File: src/rtl/async_rx_pkg.sv
// Shared definitions for the asynchronous serial receiver.
// Assumes: the word register is never wider than eight bits.
package async_rx_pkg;
    localparam int unsigned WORD_W = 8;

    typedef enum logic [2:0] {
        ST_IDLE,
        ST_START,
        ST_DATA,
        ST_PAR,
        ST_STOP1,
        ST_STOP2
    } rx_state_e;

    typedef struct packed {
        logic [WORD_W-1:0] data;
        logic              pbit;
        logic              stop_lvl;
    } frame_t;
endpackage

File: src/rtl/async_rx_timer.sv
// Bit-interval timer. In the divided modes it counts receive clocks and
// pulses tick at the half-bit point during the start phase and at the
// full-bit point after that. In divide-by-1 mode every clock is a tick.
// Assumes: the frame controller raises cnt_clr on the edge that detects a start.
module async_rx_timer #(
    parameter int unsigned MID_N  = 16,
    parameter int unsigned HIGH_N = 64
) (
    input  logic       clk,
    input  logic       rst_n,
    input  logic [1:0] div_sel,
    input  logic       cnt_clr,
    input  logic       half_phase,
    output logic       single,
    output logic       tick
);
    localparam int unsigned CNT_W = $clog2(HIGH_N + 1);
    localparam logic [CNT_W-1:0] MID_FULL  = CNT_W'(MID_N);
    localparam logic [CNT_W-1:0] MID_HALF  = CNT_W'(MID_N / 2);
    localparam logic [CNT_W-1:0] HIGH_FULL = CNT_W'(HIGH_N);
    localparam logic [CNT_W-1:0] HIGH_HALF = CNT_W'(HIGH_N / 2);
    localparam logic [CNT_W-1:0] CNT_ONE   = CNT_W'(1);

    logic [CNT_W-1:0] cnt;
    logic [CNT_W-1:0] target;

    // Pick the count that ends the current interval.
    always_comb begin
        single = (div_sel == 2'b00);
        case (div_sel)
            2'b00:   target = CNT_ONE;
            2'b01:   target = half_phase ? MID_HALF : MID_FULL;
            default: target = half_phase ? HIGH_HALF : HIGH_FULL;
        endcase
        tick = single | (cnt == target);
    end

    // Interval counter, restarted at a start detection or at each tick.
    always_ff @(posedge clk) begin
        if (!rst_n) begin
            cnt <= CNT_ONE;
        end else if (cnt_clr || tick) begin
            cnt <= CNT_ONE;
        end else begin
            cnt <= cnt + CNT_ONE;
        end
    end
endmodule

File: src/rtl/async_rx_frame.sv
// Frame sequencer. It detects the start bit, checks it again at mid-bit in
// the divided modes, and collects the data and parity bits. It raises done
// at the edge that samples the first stop bit, and in two-stop mode it then
// waits one more bit time before returning to idle.
// Assumes: configuration is stable while busy is high.
module async_rx_frame
    import async_rx_pkg::*;
(
    input  logic   clk,
    input  logic   rst_n,
    input  logic   rxd,
    input  logic   tick,
    input  logic   single,
    input  logic   wlen_sel,
    input  logic   par_on,
    input  logic   stop_sel,
    output logic   cnt_clr,
    output logic   half_phase,
    output logic   done,
    output logic   busy,
    output frame_t frame
);
    rx_state_e         state;
    logic [2:0]        bit_idx;
    logic [2:0]        last_idx;
    logic              line_q;
    logic              start_go;
    logic [WORD_W-1:0] data_q;
    logic              pbit_q;

    // Start detection and the strobes for the timer and the result register.
    always_comb begin
        last_idx   = wlen_sel ? 3'd7 : 3'd6;
        start_go   = (state == ST_IDLE) && (single ? !rxd : (line_q && !rxd));
        cnt_clr    = start_go;
        half_phase = (state == ST_START);
        done       = (state == ST_STOP1) && tick;
        busy       = (state != ST_IDLE);
        frame.data     = data_q;
        frame.pbit     = pbit_q;
        frame.stop_lvl = rxd;
    end

    // Previous line level, used to find the falling edge.
    always_ff @(posedge clk) begin
        if (!rst_n) line_q <= 1'b1;
        else        line_q <= rxd;
    end

    // Frame state machine and bit capture.
    always_ff @(posedge clk) begin
        if (!rst_n) begin
            state   <= ST_IDLE;
            bit_idx <= '0;
            data_q  <= '0;
            pbit_q  <= 1'b0;
        end else begin
            case (state)
                ST_IDLE: begin
                    if (start_go) begin
                        state   <= single ? ST_DATA : ST_START;
                        bit_idx <= '0;
                        data_q  <= '0;
                    end
                end
                ST_START: begin
                    if (tick) state <= rxd ? ST_IDLE : ST_DATA;
                end
                ST_DATA: begin
                    if (tick) begin
                        data_q[bit_idx] <= rxd;
                        if (bit_idx == last_idx) state <= par_on ? ST_PAR : ST_STOP1;
                        else                     bit_idx <= bit_idx + 3'd1;
                    end
                end
                ST_PAR: begin
                    if (tick) begin
                        pbit_q <= rxd;
                        state  <= ST_STOP1;
                    end
                end
                ST_STOP1: begin
                    if (tick) state <= stop_sel ? ST_STOP2 : ST_IDLE;
                end
                ST_STOP2: begin
                    if (tick) state <= ST_IDLE;
                end
                default: state <= ST_IDLE;
            endcase
        end
    end
endmodule

File: src/rtl/async_rx_result.sv
// Result register. It computes parity over the received bits, latches the
// word and both error flags when a frame completes, and keeps the ready and
// overrun levels that the read strobe clears.
// Assumes: done lasts one clock per frame.
module async_rx_result
    import async_rx_pkg::*;
(
    input  logic              clk,
    input  logic              rst_n,
    input  logic              done,
    input  frame_t            frame,
    input  logic              wlen_sel,
    input  logic [1:0]        par_sel,
    input  logic              rd_ack,
    output logic [WORD_W-1:0] rx_word,
    output logic              rx_ready,
    output logic              err_frame,
    output logic              err_parity,
    output logic              err_overrun
);
    logic [WORD_W-1:0] masked;
    logic              ones_odd;
    logic              par_bad;

    // Drop the top data bit when the word length is seven.
    for (genvar i = 0; i < WORD_W; i++) begin : g_mask
        if (i == WORD_W - 1) begin : g_top
            assign masked[i] = frame.data[i] & wlen_sel;
        end else begin : g_low
            assign masked[i] = frame.data[i];
        end
    end

    // Compare the parity sense against the selected mode.
    always_comb begin
        ones_odd = (^masked) ^ frame.pbit;
        case (par_sel)
            2'b01:   par_bad = ones_odd;
            2'b10:   par_bad = !ones_odd;
            default: par_bad = 1'b0;
        endcase
    end

    // Latch the word at completion; a read clears ready and overrun.
    always_ff @(posedge clk) begin
        if (!rst_n) begin
            rx_word     <= '0;
            rx_ready    <= 1'b0;
            err_frame   <= 1'b0;
            err_parity  <= 1'b0;
            err_overrun <= 1'b0;
        end else if (done) begin
            rx_word     <= masked;
            err_frame   <= !frame.stop_lvl;
            err_parity  <= par_bad;
            err_overrun <= rx_ready && !rd_ack;
            rx_ready    <= 1'b1;
        end else if (rd_ack) begin
            rx_ready    <= 1'b0;
            err_overrun <= 1'b0;
        end
    end
endmodule

File: src/rtl/async_rx_core.sv
// Top level of the asynchronous serial receiver: timer, frame sequencer
// and result register.
// Assumes: rxd is synchronous to clk, and configuration changes only while idle.
module async_rx_core
    import async_rx_pkg::*;
#(
    parameter int unsigned MID_N  = 16,
    parameter int unsigned HIGH_N = 64
) (
    input  logic              clk,
    input  logic              rst_n,
    input  logic              rxd,
    input  logic              wlen_sel,
    input  logic [1:0]        par_sel,
    input  logic              stop_sel,
    input  logic [1:0]        div_sel,
    input  logic              rd_ack,
    output logic [WORD_W-1:0] rx_word,
    output logic              rx_ready,
    output logic              err_frame,
    output logic              err_parity,
    output logic              err_overrun
);
    logic   tick;
    logic   single;
    logic   cnt_clr;
    logic   half_phase;
    logic   frame_done;
    logic   rx_busy;
    logic   par_on;
    frame_t frame;

    // A parity bit is present only for the even and odd codes.
    always_comb par_on = (par_sel == 2'b01) || (par_sel == 2'b10);

    async_rx_timer #(.MID_N(MID_N), .HIGH_N(HIGH_N)) u_timer (
        .clk(clk), .rst_n(rst_n), .div_sel(div_sel), .cnt_clr(cnt_clr),
        .half_phase(half_phase), .single(single), .tick(tick)
    );

    async_rx_frame u_frame (
        .clk(clk), .rst_n(rst_n), .rxd(rxd), .tick(tick), .single(single),
        .wlen_sel(wlen_sel), .par_on(par_on), .stop_sel(stop_sel),
        .cnt_clr(cnt_clr), .half_phase(half_phase), .done(frame_done),
        .busy(rx_busy), .frame(frame)
    );

    async_rx_result u_result (
        .clk(clk), .rst_n(rst_n), .done(frame_done), .frame(frame),
        .wlen_sel(wlen_sel), .par_sel(par_sel), .rd_ack(rd_ack),
        .rx_word(rx_word), .rx_ready(rx_ready), .err_frame(err_frame),
        .err_parity(err_parity), .err_overrun(err_overrun)
    );
endmodule

File: config.mk
export PLATFORM = sky130hd
export DESIGN_NAME = async_rx_core
export DESIGN_NICKNAME = d
export VERILOG_FILES = /design/src/rtl/async_rx_pkg.sv /design/src/rtl/async_rx_timer.sv /design/src/rtl/async_rx_frame.sv /design/src/rtl/async_rx_result.sv /design/src/rtl/async_rx_core.sv
export SDC_FILE = /design/constraint.sdc
export NUM_CORES = 1
export LEC_CHECK = 0
export CAP_MARGIN = 0
export CORE_MARGIN = 5
export CORE_UTILIZATION = 50
export CTS_CLUSTER_SIZE = 20
export DETAILED_ROUTE_END_ITERATION = 16
export GPL_TIMING_DRIVEN = 0
export PLACE_DENSITY = 0.72
export SYNTH_ARGS = -nofsm -noshare
export SYNTH_HDL_FRONTEND = slang
export SYNTH_HIERARCHICAL = 1
export SYNTH_SLANG_ARGS = --single-unit
File: constraint.sdc
create_clock -name clk -period 3.5 [get_ports clk]
set_input_delay 0.525 -clock clk [delete_from_list [all_inputs] [get_ports clk]]
set_output_delay 0.525 -clock clk [all_outputs]
set_load 0.005 [all_outputs]
Word-level counts from Yosys, hierarchy flattened
Cells that the tools add are included.
- flip-flop bits (word level): 35
- input port bits: 10
- output and inout port bits: 12
- word-level logic and storage cells: 88
- add/subtract/negate cells: 2
- order comparisons: 2
- eq/ne operators: 18
- mux-type cells: 31
- bitwise logic cells: 4
- reductions and logical operators: 20
- operator list (cell ; number):
    $mux 3 ; 12
    $pmux 3 s6 ; 1
    $mux 8 ; 2
    $pmux 8 s2 ; 1
    $pmux 7 s2 ; 1
    $ne 2x1->1 const B ; 6
    $bwmux 8 ; 1
    $reduce_xor 8->1 ; 1
    $add 7x1->7 const B ; 1
    $eq 7x7->1 ; 1
    $mux 7 ; 1
    $reduce_and 7->1 ; 1
    $eq 3x2->1 const B ; 2
    $eq 3x3->1 const B ; 2
    $mux 1 ; 6
    $pmux 3 s2 ; 1
    $logic_and 1x1->1 ; 5
    $mux 5 ; 1
    $eq 2x1->1 const B ; 2
    $lt 3x4->1 const B ; 1
    $mux 2 ; 2
    $ne 2x2->1 const B ; 2
    $reduce_and 4->1 ; 1
    $reduce_bool 2->1 ; 2
    other kinds (18) ; 21

Longest topological paths before layout
- word-level depth: 7
- gate-level depth with buffers: 11
- depth with buffers taken out: 9

Modules after synthesis
The synthesis kept the hierarchy.
- by module, submodules not included (module ; times used ; cells an instance ; area each (µm²) ; sequential area each (µm²)):
    async_rx_frame ; 1 ; 119 ; 969.7 ; 320.3
    async_rx_result ; 1 ; 51 ; 549.3 ; 240.2
    async_rx_timer ; 1 ; 41 ; 391.6 ; 140.1
    async_rx_core ; 1 ; 1 ; 8.8 ; 0.0

Worst setup path before layout
No wires, ideal clock.
- path kind: register to register
- start point: register u_frame.state[0]
- end point: register u_result.err_overrun
- setup time: 0.117 ns
- arrival time: 2.483 ns
- data required time: 3.383 ns
- path slack: 0.900 ns
- cell stages (with the launch flop): 11
- path buffers: 3
- period minus slack after synthesis: 2.600 ns
- path through: dfxtp_1 > clkbuf_1 > nor3b_1 > and4b_2 > o21a_4 > a21o_1 > and3_1 > clkbuf_1 > buf_2 > mux2i_1 > nor3b_1
- cells in the longest elaborated chain, start to end: 7
- elaborated cells on any way between the ends: 10
- those cells by class: eq/ne: 3; mux: 4; bitwise: 1; reduce/logical: 2
- RTL lines (element ; line ; text):
    from (decl) ; async_rx_frame.sv:23 ; rx_state_e state;
    from (signal assigned) ; async_rx_frame.sv:61 ; state <= single ? ST_DATA : ST_START;
    from (signal assigned) ; async_rx_frame.sv:67 ; if (tick) state <= rxd ? ST_IDLE : ST_DATA;
    from (signal assigned) ; async_rx_frame.sv:72 ; if (bit_idx == last_idx) state <= par_on ? ST_PAR : ST_STOP1;
    $eq 3x1->1 (*) ; async_rx_frame.sv:36 ; half_phase = (state == ST_START);
    via half_phase ; async_rx_core.sv:27 ; logic half_phase;
    $mux 5 or $mux 7 (tied branches) ; async_rx_timer.sv:32, async_rx_timer.sv:33 ;
    $pmux 7 s2 (*) ; async_rx_timer.sv:30 ; case (div_sel)
    $eq 7x7->1 (*) ; async_rx_timer.sv:35 ; tick = single | (cnt == target);
    $or 1x1->1 (*) ; async_rx_timer.sv:35 ;
    via tick ; async_rx_core.sv:24 ; logic tick;
    $logic_and 1x1->1 (*) ; async_rx_frame.sv:37 ; done = (state == ST_STOP1) && tick;
    via frame_done ; async_rx_core.sv:28 ; logic frame_done;
    $mux 1 or $reduce_bool 2->1 (tied branches) ; -- ;
    to (signal assigned) ; async_rx_result.sv:56 ; err_overrun <= rx_ready && !rd_ack;
    to (decl) ; async_rx_result.sv:19 ; output logic err_overrun
The timed path passes the listed nets; every way through them passes the cells marked *.
A chain may end at the register's enable or synchronous reset.

Worst setup path after layout
Same ends and word-level chain as after synthesis.

==> reports/qor.yml <==
synth:
  syn-instance-count: 212
  synth_enable_flop_cells: 0
  synth_nets: 224
  synth_area_leader_cell: "dfxtp_1"
  synth_area_leaders: "dfxtp_1 (37%), mux2i_1 (9.4%), nor2b_1 (4.9%), nand2_1 (4.5%), xnor2_1 (3.2%)"
  seq_area_frac_synth: 0.365
  yosys_warnings: 6
  yosysTopAreaCellShare: 0.365
  dominantRegCellSynth: "dfxtp_1"
  syn_area_um2: 1920
  async_reset_ff_frac: 0
  ys_seq_elements: 35
  syn_avg_cell_area_um2: 9.05
  synth.distinct_cells: 46
power_and_ir_drop:
  swShare: 0.279
  p_total_uw: 936
  ir_worst_vdd_mv: 0.230
  p_leak_uw: 0.000822
  pwr-share-comb: 0.207
  p_per_area_nw_per_um2: 409
  p_seq_frac: 0.452
  power.net_switching_uw: 261
  clkPwrFrac: 0.341
  internal-power_uw: 675
setup_path:
  worstPathCellList: "clkbuf_1 > nor3b_1 > and4b_2 > o21a_4 > a21o_1 > and3_1 > clkbuf_1 > buf_2 > mux2i_1 > nor3b_1"
  cp.required_ns: 3.68
  max_stage_delay_ns: 0.47
  worstSetupPathType: "register to register"
  cp-start-kind: "register"
  crit_slowest_cell: "nor3b_1"
  crit_path_end_kind: "register"
  arrival_ns: 3.29
  cp_max_fo: 10
cts:
  cts_hold_buf: 0
  htreeDepth: 2
  cts_resized: 0
  cts_sinks: 35
  root_buffer: "clkbuf_8"
  cts_buffers: 5
  clk_pin_slew_ns: 0.07
  cts_tree: "yes"
  clock_latency_ns: 0.28
  postCtsSetupRepairBufs: 0
  ctsLongestPathBuffers: 2
drt:
  routed_wl_um: 3940
  ant_nets: 0
  drt_first_pass_iters: 4
  wl_per_cell_um: 13.6
  drt_iter0_drc: 91
  num_vias: 1570
  drc_errors: 0
  via_per_inst: 5.43
grt:
  track_usage: 0.164
  antenna_found_initial: 0
  overflow: 0
  grt_use_met1: 0.213
  grt_pass1_vias: 1523
  busiest_layer: "met2"
  grt_use_met2: 0.265
  grt_pass1_wl_um: 6800
  grt_max_degree: 11
  grt.met3_usage: 0.0471
sta:
  worst_slack_ns: 0.393
  post-route-min-period_ns: 3.11
  rsz0062_at_grt: "no"
  hold_violations: 0
  tightestPinTransition_ns: 0.575
  min_period_over_period: 0.888
  finalSetupTns_ns: 0
  max_freq_mhz: 322
  slew_headroom: 0.616
  finalSetupViolations: 0
  skew_ns: 0.00497
  maxSlewViolCount: 0
finish:
  nFillCells: 348
  synthToLayoutAreaGrowth_pct: 19.3
  drive_gt1_frac: 0.0913
  num-nets-final: 252
  fin_area_um2: 2290
  diodes: 0
  final_cells: 289
outcome:
  status: "completed"
worst_hold_path:
  min_path_type: "register to register"
placed_design:
  placed_cells: 281
  post-place-ws_ns: 0.376
  port_buffers: 21
  dpl_cell_area_um2: 2190
  hpwl_um: 2890
  gp_congestion: 0.810
floorplan:
  rows: 22
  initial_core_util: 0.520
  core_area_um2: 3690
  die_x_um: 72.0
  dieArea_um2: 5180
  ioPinCount: 22
  dieHeight_um: 72.0
job:
  cap_viol_max_count: 0
## critical path, delay by kind of cell (launching register included)
kind	cells	cell delay, ns
simple gates	4	1.05
flops	1	0.34
compound gates	2	0.39
mux	1	0.21
buf+inv	3	1.01
## metrics by stage
| step | hold slack (ns) | utilization |
|---|---|---|
| after detailed placement | 0.436 | 0.594 |
| after CTS | 0.452 | 0.621 |
| final | 0.448 | 0.621 |
| after global routing | 0.494 | 0.621 |
| after floorplan | 0.407 | - |
| after global placement | 0.432 | 0.594 |
## layer usage
metal	wire length, um	share of wire
met1	1930	0.49
met2	1830	0.47
met3	144	0.037
met4	34	0.0086
met5	0	0
## Yosys cell counts, types with 3 or more instances
library cell  count
a211oi_1          5
a21oi_1           5
a32o_1            6
clkbuf_1         10
dfxtp_1          35
inv_1             4
mux2i_1          18
nand2_1          23
nand2b_1          4
nand3_1           9
nor2_1           10
nor2b_1          15
nor3_1            3
nor3b_1           4
o21ai_0           5
o21ai_1           6
or2_1             3
xnor2_1           7
xor2_1            6
## layout make-up
| cell class | count | area, um^2 | area share |
|---|---|---|---|
| Multi-Input combinational cell | 159 | 1140 | 0.497 |
| Sequential cell | 35 | 701 | 0.306 |
| Timing Repair Buffer | 21 | 210 | 0.0918 |
| Clock buffer | 8 | 100 | 0.0437 |
| Tap cell | 48 | 60.1 | 0.0262 |
| Buffer | 13 | 57.6 | 0.0251 |
| Inverter | 5 | 23.8 | 0.0104 |
## placed cells by master (no fill, tap or decap), types with 7 or more instances in the layout
| cell | count |
|---|---|
| clkbuf_1 | 11 |
| clkbuf_8 | 7 |
| clkdlybuf4s50_1 | 21 |
| dfxtp_1 | 35 |
| mux2i_1 | 18 |
| nand2_1 | 23 |
| nand3_1 | 9 |
| nor2_1 | 10 |
| nor2b_1 | 15 |
| xnor2_1 | 7 |
## registers in the layout, indices dropped and copies added, names as in the netlist, 3 cells and up
register / cells
u_frame/bit_idx: 3
u_result/rx_word: 8
u_timer/cnt: 7
u_frame/state: 3
u_frame/data_q: 8
## power by group through the flow
stage	clock network [uW]	logic, uW	registers (uW)
after detailed placement	0	193	433
after CTS	327	194	424
final	319	194	424
after floorplan	0	147	430
after global placement	0	190	433
after global routing	345	212	426
## path summary, 6_finish.rpt
check                                      start                    to  slack (ns)  cells past startpoint
worst max register to register  u_frame/state[0]  u_result/err_overrun        0.39                     10
worst min-delay path              u_timer/cnt[0]        u_timer/cnt[0]        0.45                      1
worst max-delay path            u_frame/state[0]  u_result/err_overrun        0.39                     10
worst min register to register    u_timer/cnt[0]        u_timer/cnt[0]        0.45                      1
## cell families after synthesis
| kind of cell | synth area share |
|---|---|
| AO/OA/AOI/OAI | 0.164 |
| XOR/XNOR | 0.0795 |
| adder cells (fa/ha/maj) | 0.0130 |
| buffers and inverters | 0.0424 |
| flip-flops | 0.365 |
| multiplexers | 0.0939 |
| AND/OR/NAND/NOR | 0.242 |
Power figures use the tool's default switching activity.
